File: src/rtl/dll_seq_pkg.sv
package dll_seq_pkg;
  typedef enum logic [1:0] {
    ST_IDLE,
    ST_WAIT_RST,
    ST_WAIT_EN,
    ST_WAIT_RUN
  } seq_st_e;

  typedef enum logic [1:0] {
    OP_HOLD,
    OP_LOAD,
    OP_ENABLE,
    OP_RELEASE
  } dll_op_e;
endpackage

File: src/rtl/dll_us_timer.sv
module dll_us_timer #(
  parameter int SHORT_US = 2,
  parameter int LONG_US  = 22,
  parameter int CNT_W    = $clog2(LONG_US + 1)
) (
  input  logic clk_i,
  input  logic rst_ni,
  input  logic clear_i,
  input  logic long_i,
  input  logic tick_i,
  output logic expired_o
);
  localparam logic [CNT_W-1:0] SHORT_LAST = CNT_W'(SHORT_US - 1);
  localparam logic [CNT_W-1:0] LONG_LAST  = CNT_W'(LONG_US - 1);

  logic [CNT_W-1:0] cnt_q;

  always_ff @(posedge clk_i or negedge rst_ni) begin
    if (!rst_ni)      cnt_q <= '0;
    else if (clear_i) cnt_q <= '0;
    else if (tick_i)  cnt_q <= cnt_q + 1'b1;
  end

  assign expired_o = tick_i && (cnt_q == (long_i ? LONG_LAST : SHORT_LAST));
endmodule

File: src/rtl/dll_lane_map.sv
module dll_lane_map #(
  parameter int WORD_W  = 32,
  parameter int N_SLV   = 4,
  parameter int NIB_W   = 4,
  parameter int MPH_W   = 6,
  parameter int MPH_LSB = 16,
  localparam int N_DLL  = N_SLV + 1,
  localparam int N_NARROW = N_SLV / 2
) (
  input  logic [WORD_W-1:0]      word_i,
  input  logic                   wide_i,
  input  logic                   slave_mode_i,
  output logic [MPH_W-1:0]       mst_phase_o,
  output logic [N_SLV*NIB_W-1:0] slv_phase_o,
  output logic [N_DLL-1:0]       tgt_o
);
  logic unused_word_bits;
  assign unused_word_bits = ^word_i;

  assign mst_phase_o = word_i[MPH_LSB +: MPH_W];
  assign tgt_o[0]    = !slave_mode_i;

  for (genvar k = 0; k < N_SLV; k++) begin : g_lane
    assign slv_phase_o[k*NIB_W +: NIB_W] = word_i[k*NIB_W +: NIB_W];
    if (k < N_NARROW) begin : g_always
      assign tgt_o[k+1] = slave_mode_i;
    end else begin : g_wide_only
      assign tgt_o[k+1] = slave_mode_i && wide_i;
    end
  end
endmodule

File: src/rtl/dll_channel.sv
module dll_channel
  import dll_seq_pkg::*;
#(
  parameter int PH_W = 4
) (
  input  logic            clk_i,
  input  logic            rst_ni,
  input  logic            sel_i,
  input  dll_op_e         op_i,
  input  logic [PH_W-1:0] phase_i,
  output logic [PH_W-1:0] phase_o,
  output logic            disable_o,
  output logic            nreset_o
);
  always_ff @(posedge clk_i or negedge rst_ni) begin
    if (!rst_ni) begin
      phase_o   <= '0;
      disable_o <= 1'b1;
      nreset_o  <= 1'b0;
    end else if (sel_i) begin
      unique case (op_i)
        OP_LOAD: begin
          phase_o   <= phase_i;
          disable_o <= 1'b1;
          nreset_o  <= 1'b0;
        end
        OP_ENABLE: disable_o <= 1'b0;
        OP_RELEASE: begin
          disable_o <= 1'b0;
          nreset_o  <= 1'b1;
        end
        default: ;
      endcase
    end
  end
endmodule

File: src/rtl/dll_bringup_seq.sv
module dll_bringup_seq
  import dll_seq_pkg::*;
#(
  parameter int WORD_W   = 32,
  parameter int N_SLV    = 4,
  parameter int NIB_W    = 4,
  parameter int MPH_W    = 6,
  parameter int MPH_LSB  = 16,
  parameter int SHORT_US = 2,
  parameter int LONG_US  = 22,
  localparam int N_DLL   = N_SLV + 1,
  localparam int CNT_W   = $clog2(LONG_US + 1)
) (
  input  logic                   clk_i,
  input  logic                   rst_ni,
  input  logic                   start_i,
  input  logic [WORD_W-1:0]      phase_word_i,
  input  logic                   wide_bus_i,
  input  logic                   slave_mode_i,
  input  logic                   tick_us_i,
  output logic [MPH_W-1:0]       mst_phase_o,
  output logic [N_SLV*NIB_W-1:0] slv_phase_o,
  output logic [N_DLL-1:0]       dll_disable_o,
  output logic [N_DLL-1:0]       dll_nreset_o,
  output logic                   busy_o,
  output logic                   done_o
);
  seq_st_e                state_q, state_d;
  logic [N_DLL-1:0]       tgt_q, tgt_now, sel;
  logic [MPH_W-1:0]       mst_ph_in;
  logic [N_SLV*NIB_W-1:0] slv_ph_in;
  logic                   start_ok, expired, done_q;
  dll_op_e                op;

  dll_lane_map #(
    .WORD_W (WORD_W),
    .N_SLV  (N_SLV),
    .NIB_W  (NIB_W),
    .MPH_W  (MPH_W),
    .MPH_LSB(MPH_LSB)
  ) u_map (
    .word_i      (phase_word_i),
    .wide_i      (wide_bus_i),
    .slave_mode_i(slave_mode_i),
    .mst_phase_o (mst_ph_in),
    .slv_phase_o (slv_ph_in),
    .tgt_o       (tgt_now)
  );

  assign start_ok = start_i && (state_q == ST_IDLE);

  dll_us_timer #(
    .SHORT_US(SHORT_US),
    .LONG_US (LONG_US),
    .CNT_W   (CNT_W)
  ) u_timer (
    .clk_i    (clk_i),
    .rst_ni   (rst_ni),
    .clear_i  (start_ok || expired || (state_q == ST_IDLE)),
    .long_i   (state_q != ST_WAIT_RST),
    .tick_i   (tick_us_i),
    .expired_o(expired)
  );

  always_comb begin
    state_d = state_q;
    op      = OP_HOLD;
    if (start_ok) begin
      op      = OP_LOAD;
      state_d = ST_WAIT_RST;
    end else if (expired) begin
      unique case (state_q)
        ST_WAIT_RST: begin op = OP_ENABLE;  state_d = ST_WAIT_EN;  end
        ST_WAIT_EN:  begin op = OP_RELEASE; state_d = ST_WAIT_RUN; end
        ST_WAIT_RUN: state_d = ST_IDLE;
        default: ;
      endcase
    end
  end

  assign sel = start_ok ? tgt_now : tgt_q;

  always_ff @(posedge clk_i or negedge rst_ni) begin
    if (!rst_ni) begin
      state_q <= ST_IDLE;
      tgt_q   <= '0;
      done_q  <= 1'b0;
    end else begin
      state_q <= state_d;
      done_q  <= expired && (state_q == ST_WAIT_RUN);
      if (start_ok) tgt_q <= tgt_now;
    end
  end

  dll_channel #(.PH_W(MPH_W)) u_mst (
    .clk_i    (clk_i),
    .rst_ni   (rst_ni),
    .sel_i    (sel[0]),
    .op_i     (op),
    .phase_i  (mst_ph_in),
    .phase_o  (mst_phase_o),
    .disable_o(dll_disable_o[0]),
    .nreset_o (dll_nreset_o[0])
  );

  for (genvar k = 0; k < N_SLV; k++) begin : g_slv
    dll_channel #(.PH_W(NIB_W)) u_slv (
      .clk_i    (clk_i),
      .rst_ni   (rst_ni),
      .sel_i    (sel[k+1]),
      .op_i     (op),
      .phase_i  (slv_ph_in[k*NIB_W +: NIB_W]),
      .phase_o  (slv_phase_o[k*NIB_W +: NIB_W]),
      .disable_o(dll_disable_o[k+1]),
      .nreset_o (dll_nreset_o[k+1])
    );
  end

  assign busy_o = (state_q != ST_IDLE);
  assign done_o = done_q;
endmodule

File: config.mk
export PLATFORM = sky130hd
export DESIGN_NAME = dll_bringup_seq
export DESIGN_NICKNAME = d
export VERILOG_FILES = /design/src/rtl/dll_seq_pkg.sv /design/src/rtl/dll_us_timer.sv /design/src/rtl/dll_lane_map.sv /design/src/rtl/dll_channel.sv /design/src/rtl/dll_bringup_seq.sv
export SDC_FILE = /design/constraint.sdc
export NUM_CORES = 1
export LEC_CHECK = 0
export ABC_CLOCK_PERIOD_IN_PS = 4700
export BUFFER_PORTS_ARGS = -buffer_cell sky130_fd_sc_hd__buf_2
export CORE_UTILIZATION = 45
export CTS_CLUSTER_DIAMETER = 50
export DETAILED_ROUTE_END_ITERATION = 10
export GPL_ROUTABILITY_DRIVEN = 0
export PLACE_DENSITY = 0.73
export SYNTH_ARGS = -nofsm -noshare
export SYNTH_HDL_FRONTEND = slang
export SYNTH_SLANG_ARGS = --single-unit
File: constraint.sdc
create_clock -name clk_i -period 4.7 [get_ports clk_i]
set_input_delay 0.94 -clock clk_i [delete_from_list [all_inputs] [get_ports clk_i]]
set_output_delay 0.94 -clock clk_i [all_outputs]
set_load 0.1 [all_outputs]
* After elaboration in Yosys (flattened, before gate mapping)
Index checks and enable logic that the tools add are counted.
Storage, ports and cells: register bits after elaboration 45, bits in latches 0, memory bits (writable) 0, ROM bits 0, bits of input ports 38, output and inout bits 34, word-level logic and storage cells 71, memories kept 0
Operators by class: $add $sub $neg 1, $mul 0, div/mod/pow operators 0, order comparisons 0, equality and inequality tests 8, shift operators 0, multiplexer cells 12, bitwise logic cells 0, reductions and logical operators 31
Operator list (number):
- $reduce_and 2->1 | 16
- $mux 5 | 4
- $reduce_bool 2->1 | 5
- $eq 2x2->1 const B | 4
- $mux 2 | 4
- $pmux 2 s3 | 1
- $add 5x1->5 const B | 1
- $eq 5x5->1 | 1
- $eq 2x1->1 const B | 2
- $logic_and 1x1->1 | 4
- $pmux 1 s2 | 2
- $pmux 2 s2 | 1
- $reduce_bool 4->1 | 1
- $logic_not 2->1 | 1
- $logic_or 1x1->1 | 2
- $ne 2x1->1 const B | 1
- $reduce_or 2->1 | 1
- $logic_not 1->1 | 1

* Depth between registers and ports, before layout
word-level depth 10, mapped depth 7, gate-level depth less buffers 6

* Hierarchy
From an unflattened synthesis, not the netlist that was laid out.
Unflattened totals: cell total of the unflattened synthesis 170, area, all modules 2287.2 um^2
By module, submodules not included:
- dll_channel (g_slv[0].u_slv ...) | times used 4, cells an instance 15, area each 256.5 um^2, sequential area each 151.4 um^2
- dll_bringup_seq | times used 1, cells an instance 35, area each 455.4 um^2, sequential area each 200.2 um^2
- dll_channel (u_mst) | times used 1, cells an instance 19, area each 314.1 um^2, sequential area each 201.4 um^2
- dll_us_timer | times used 1, cells an instance 29, area each 294.0 um^2, sequential area each 125.1 um^2
- dll_lane_map | times used 1, cells an instance 27, area each 197.7 um^2, sequential area each 0.0 um^2

* Worst setup path after synthesis
OpenSTA, ideal clock, no wires.
kind in2reg, from input port tick_us_i, to register u_mst.phase_o[0], setup time 126 ps, arrival time 2220 ps, required time 4574 ps, path slack 2354 ps, stages 5, path buffers 1, cells stage by stage clkbuf_1 -> nand3b_1 -> a2111oi_4 -> a21oi_1 -> mux2_2
On the way: word-level cells in the longest chain between the ends 5
RTL lines:
- start: declaration | line dll_bringup_seq.sv:20 | input logic tick_us_i,
- $logic_and 1x1->1 | line dll_us_timer.sv:24 | assign expired_o = tick_i && (cnt_q == (long_i ? LONG_LAST : SHORT_LAST));
- $mux 2 | line dll_bringup_seq.sv:71 | end else if (expired) begin
- $mux 2 | line dll_bringup_seq.sv:68 | if (start_ok) begin
- $eq 2x1->1 | line dll_channel.sv:21 | unique case (op_i)
- $reduce_and 2->1 (no source line)
- end signal: assignment | line dll_channel.sv:23 | phase_o <= phase_i;
- end: declaration | line dll_channel.sv:11 | output logic [PH_W-1:0] phase_o,
Every way passes these cells. A chain may end at the register's enable or synchronous reset.

* Worst setup path in the final report
from register state_q[0], to output port busy_o
On the way: word-level cells in the longest chain between the ends 1
RTL lines:
- start: declaration | line dll_bringup_seq.sv:28 | seq_st_e state_q, state_d;
- start signal: assignment | line dll_bringup_seq.sv:89 | state_q <= state_d;
- $reduce_bool 2->1 | line dll_bringup_seq.sv:119 | assign busy_o = (state_q != ST_IDLE);
- end: declaration | line dll_bringup_seq.sv:25 | output logic busy_o,
Every way passes these cells.

==> impl_metrics.tcl <==
set metrics [dict create \
    cp-end-kind "output port" \
    pre_cts_slack_ns 2.11 \
    die_x_um 69.5 \
    synth_compound_area_share_pct 10.9 \
    met1_length_um 1790 \
    fin_nets 268 \
    initial_core_util_pct 47.1 \
    yosysSeqAreaShare_pct 55.2 \
    top_layer_used "met4" \
    seqCellArea_mm2 0.00113 \
    syn_area_per_cell_um2 12.3 \
    yosysWarningCount 0 \
    fin_skew_ns 0.00994 \
    start_kind "register" \
    drv_cap 0 \
    cp.required_ns 3.76 \
    worst_pin_slew_ns 0.963 \
    synth-simple-area-share_pct 9.15 \
    worst_hold_path_type "reg2reg" \
    status "completed" \
    grt_max_degree 46 \
    fillCellCount 392 \
    syn-num-nets 212 \
    cp_num_buf_inv 3 \
    cts_buffer_depth 2 \
    io-pin-count 72 \
    r2r-start "state_q[1]" \
    cp_cell_sequence "inv_1 > ha_1 > inv_1 > buf_2" \
    drcViolationCount 0 \
    port_buffers 61 \
    synth_adder_area_share_pct 4.27 \
    hp-start "u_mst.disable_o" \
    worstSetupPathType "reg2out" \
    cp.arrival_ns 1.59 \
    dpl_cell_area_mm2 0.00234 \
    multi_input_area_um2 802 \
    synth.distinct_cells 40 \
    vias 1435 \
    cts-buffers-inserted 5 \
    grt_overflow_total 0 \
    avgRoutedWirePerCell_um 14.0 \
    grt_pass1_wl_um 6770 \
    clkSinkCount 45 \
    hold_buffers 0 \
    hold_ws_ns 0.472 \
    drt-total-wl_um 3870 \
    wl_met2_um 1760 \
    met3_length_um 277 \
    ys_ff_latch 45 \
    crit_path_max_incr_delay_ns 0.44 \
    final-max-slew-violation-count 0 \
    rsz0062_at_grt "false" \
    crit_path_frequent_cell "inv_1" \
    dp_hpwl_um 2850 \
    rows 24 \
    path_delay_family "buffers and inverters" \
    core_area_mm2 0.00435 \
    setup_tns_ns 0 \
    synth_top_family_by_area "multiplexers" \
    grt_pass1_vias 1513 \
    ctsResizeCount 0 \
    first_iter_violations 77 \
    drtAntennaViolNets 0 \
    final_area_mm2 0.00242 \
    clock_latency_ns 0.30 \
    routed_via_density 5.20 \
    drive_gt1_share_pct 44.2 \
    die_area_mm2 0.00483 \
    dr.pass1.iters 4 \
    die_h_um 69.5 \
    synth-xor-area-share_pct 1.71 \
    syn_area_mm2 0.00205 \
    r2r_slack_ns 2.19 \
    slowest_stage "dfrtp_1" \
    timing.rr.end "u_mst.phase_o[4]" \
    hold_viol_final 0 \
    postCtsSetupBuffers 0 \
    fin_ws_ns 2.17 \
    slew_headroom_pct 35.8 \
    crit_fanout 5 \
    clock.fmax_mhz 396 \
    clk_pin_slew_ns 0.08 \
    antenna_found_initial 0 \
    h-tree-depth 2 \
    diodes 0 \
    min_to "u_mst.disable_o" \
    syn_to_final_growth_pct 18.2 \
    cts_tree "done" \
    cts_root_buffer "clkbuf_8" \
    track_usage_pct 17.7 \
    synth_mux_area_share_pct 13.1 \
    min_delay_path_depth 2 \
    post-route-period-util_pct 53.7 \
    reg2regPathDepth 6 \
    fin_crit_ns 2.53 \
    postSynthCellCount 167 \
    setup_viol 0 \
]
==> through the flow <==
stage	instances	util (%)
finish	276	55.7
global route	276	55.7
CTS	276	55.7
detailed placement	268	53.7
global placement	268	53.7
floorplan	167	-
==> cells in the final DEF (no fill, tap or decap), types with 3 or more instances in the layout <==
cell type	n
dfstp_2	5
xor2_1	3
nor2_1	6
mux2_2	22
buf_2	61
clkbuf_8	5
ha_1	7
dfrtp_1	40
and2_1	3
a21oi_1	10
o21ai_0	3
inv_1	9
nand2_1	11
==> synth_stat cells (all sizes together) <==
cell | count | share of area, %
a2111oi | 1 | 1.3
a211oi | 1 | 0.37
a21boi | 1 | 0.37
a21o | 1 | 0.37
a21oi | 10 | 2.4
a22o | 2 | 0.85
a22oi | 1 | 0.37
a2bb2oi | 2 | 0.85
a31oi | 2 | 0.61
a32o | 1 | 0.49
a41oi | 1 | 0.43
and2 | 4 | 1.2
and3 | 1 | 0.31
and3b | 2 | 0.92
buf | 10 | 3.7
clkbuf | 2 | 0.37
dfrtp | 40 | 49
dfstp | 5 | 6.4
ha | 7 | 4.3
inv | 9 | 1.6
mux2 | 22 | 12
mux2i | 2 | 0.98
nand2 | 11 | 2.0
nand2b | 1 | 0.31
nand3b | 2 | 0.73
nand4 | 2 | 0.61
nor2 | 6 | 1.1
nor2b | 2 | 0.61
nor3 | 1 | 0.24
nor3b | 1 | 0.37
o211ai | 1 | 0.37
o21ai | 3 | 0.73
o22ai | 2 | 0.61
o31ai | 2 | 0.73
or3 | 1 | 0.31
or3b | 1 | 0.43
xnor2 | 1 | 0.43
xor2 | 3 | 1.3
==> flip-flops by register name, indices dropped and copies added (netlist names) <==
name / count
g_slv.u_slv.disable_o: 4
g_slv.u_slv.nreset_o: 4
state_q: 2
tgt_q: 5
done_o: 1
u_mst.phase_o: 6
u_timer.cnt_q: 5
u_mst.nreset_o: 1
g_slv.u_slv.phase_o: 16
u_mst.disable_o: 1
==> area by class of cell <==
type,instances,share of cell area (%)
clock buffer,5,2.84
clock inverter,3,0.722
inverter,9,1.39
multi-input combinational,101,33.1
sequential,45,46.7
tap,52,2.68
timing repair buffer,61,12.6
==> how the worst max path moves through the flow <==
stage	endpoint	depth (start not counted)	startpoint	slack, ns
2_1_floorplan	u_mst.phase_o[0]	5	tick_us_i	2.35
3_3_place_gp	u_mst.phase_o[1]	5	start_i	2.14
3_5_place_dp	u_mst.phase_o[4]	5	start_i	2.11
4_1_cts	busy_o	4	state_q[0]	2.16
5_1_grt	u_mst.phase_o[4]	6	state_q[1]	2.05
6_report	busy_o	4	state_q[0]	2.17
==> worst min-delay path, stage by stage, from the launching register on <==
cell and delay [ns]:
dfstp_2 0.37, inv_1 0.04, a22oi_1 0.06
==> per-layer routing <==
| layer | GRT usage, % | vias to the layer above |
|---|---|---|
| li1 | - | 689 |
| met3 | 7.12 | 7 |
| met1 | 22.2 | 695 |
| met2 | 28.0 | 44 |
| met4 | 5.67 | 0 |
| met5 | 0 | - |
==> logic make-up after synthesis <==
group | after synthesis
XOR/XNOR | 4
flip-flops | 45
AND/OR/NAND/NOR | 35
multiplexers | 24
adder cells (fa/ha/maj) | 7
buffers and inverters | 21
AO/OA/AOI/OAI | 31
Power is not shown: default switching activity piles up to over one toggle a cycle in this logic, so the estimate is an artifact.
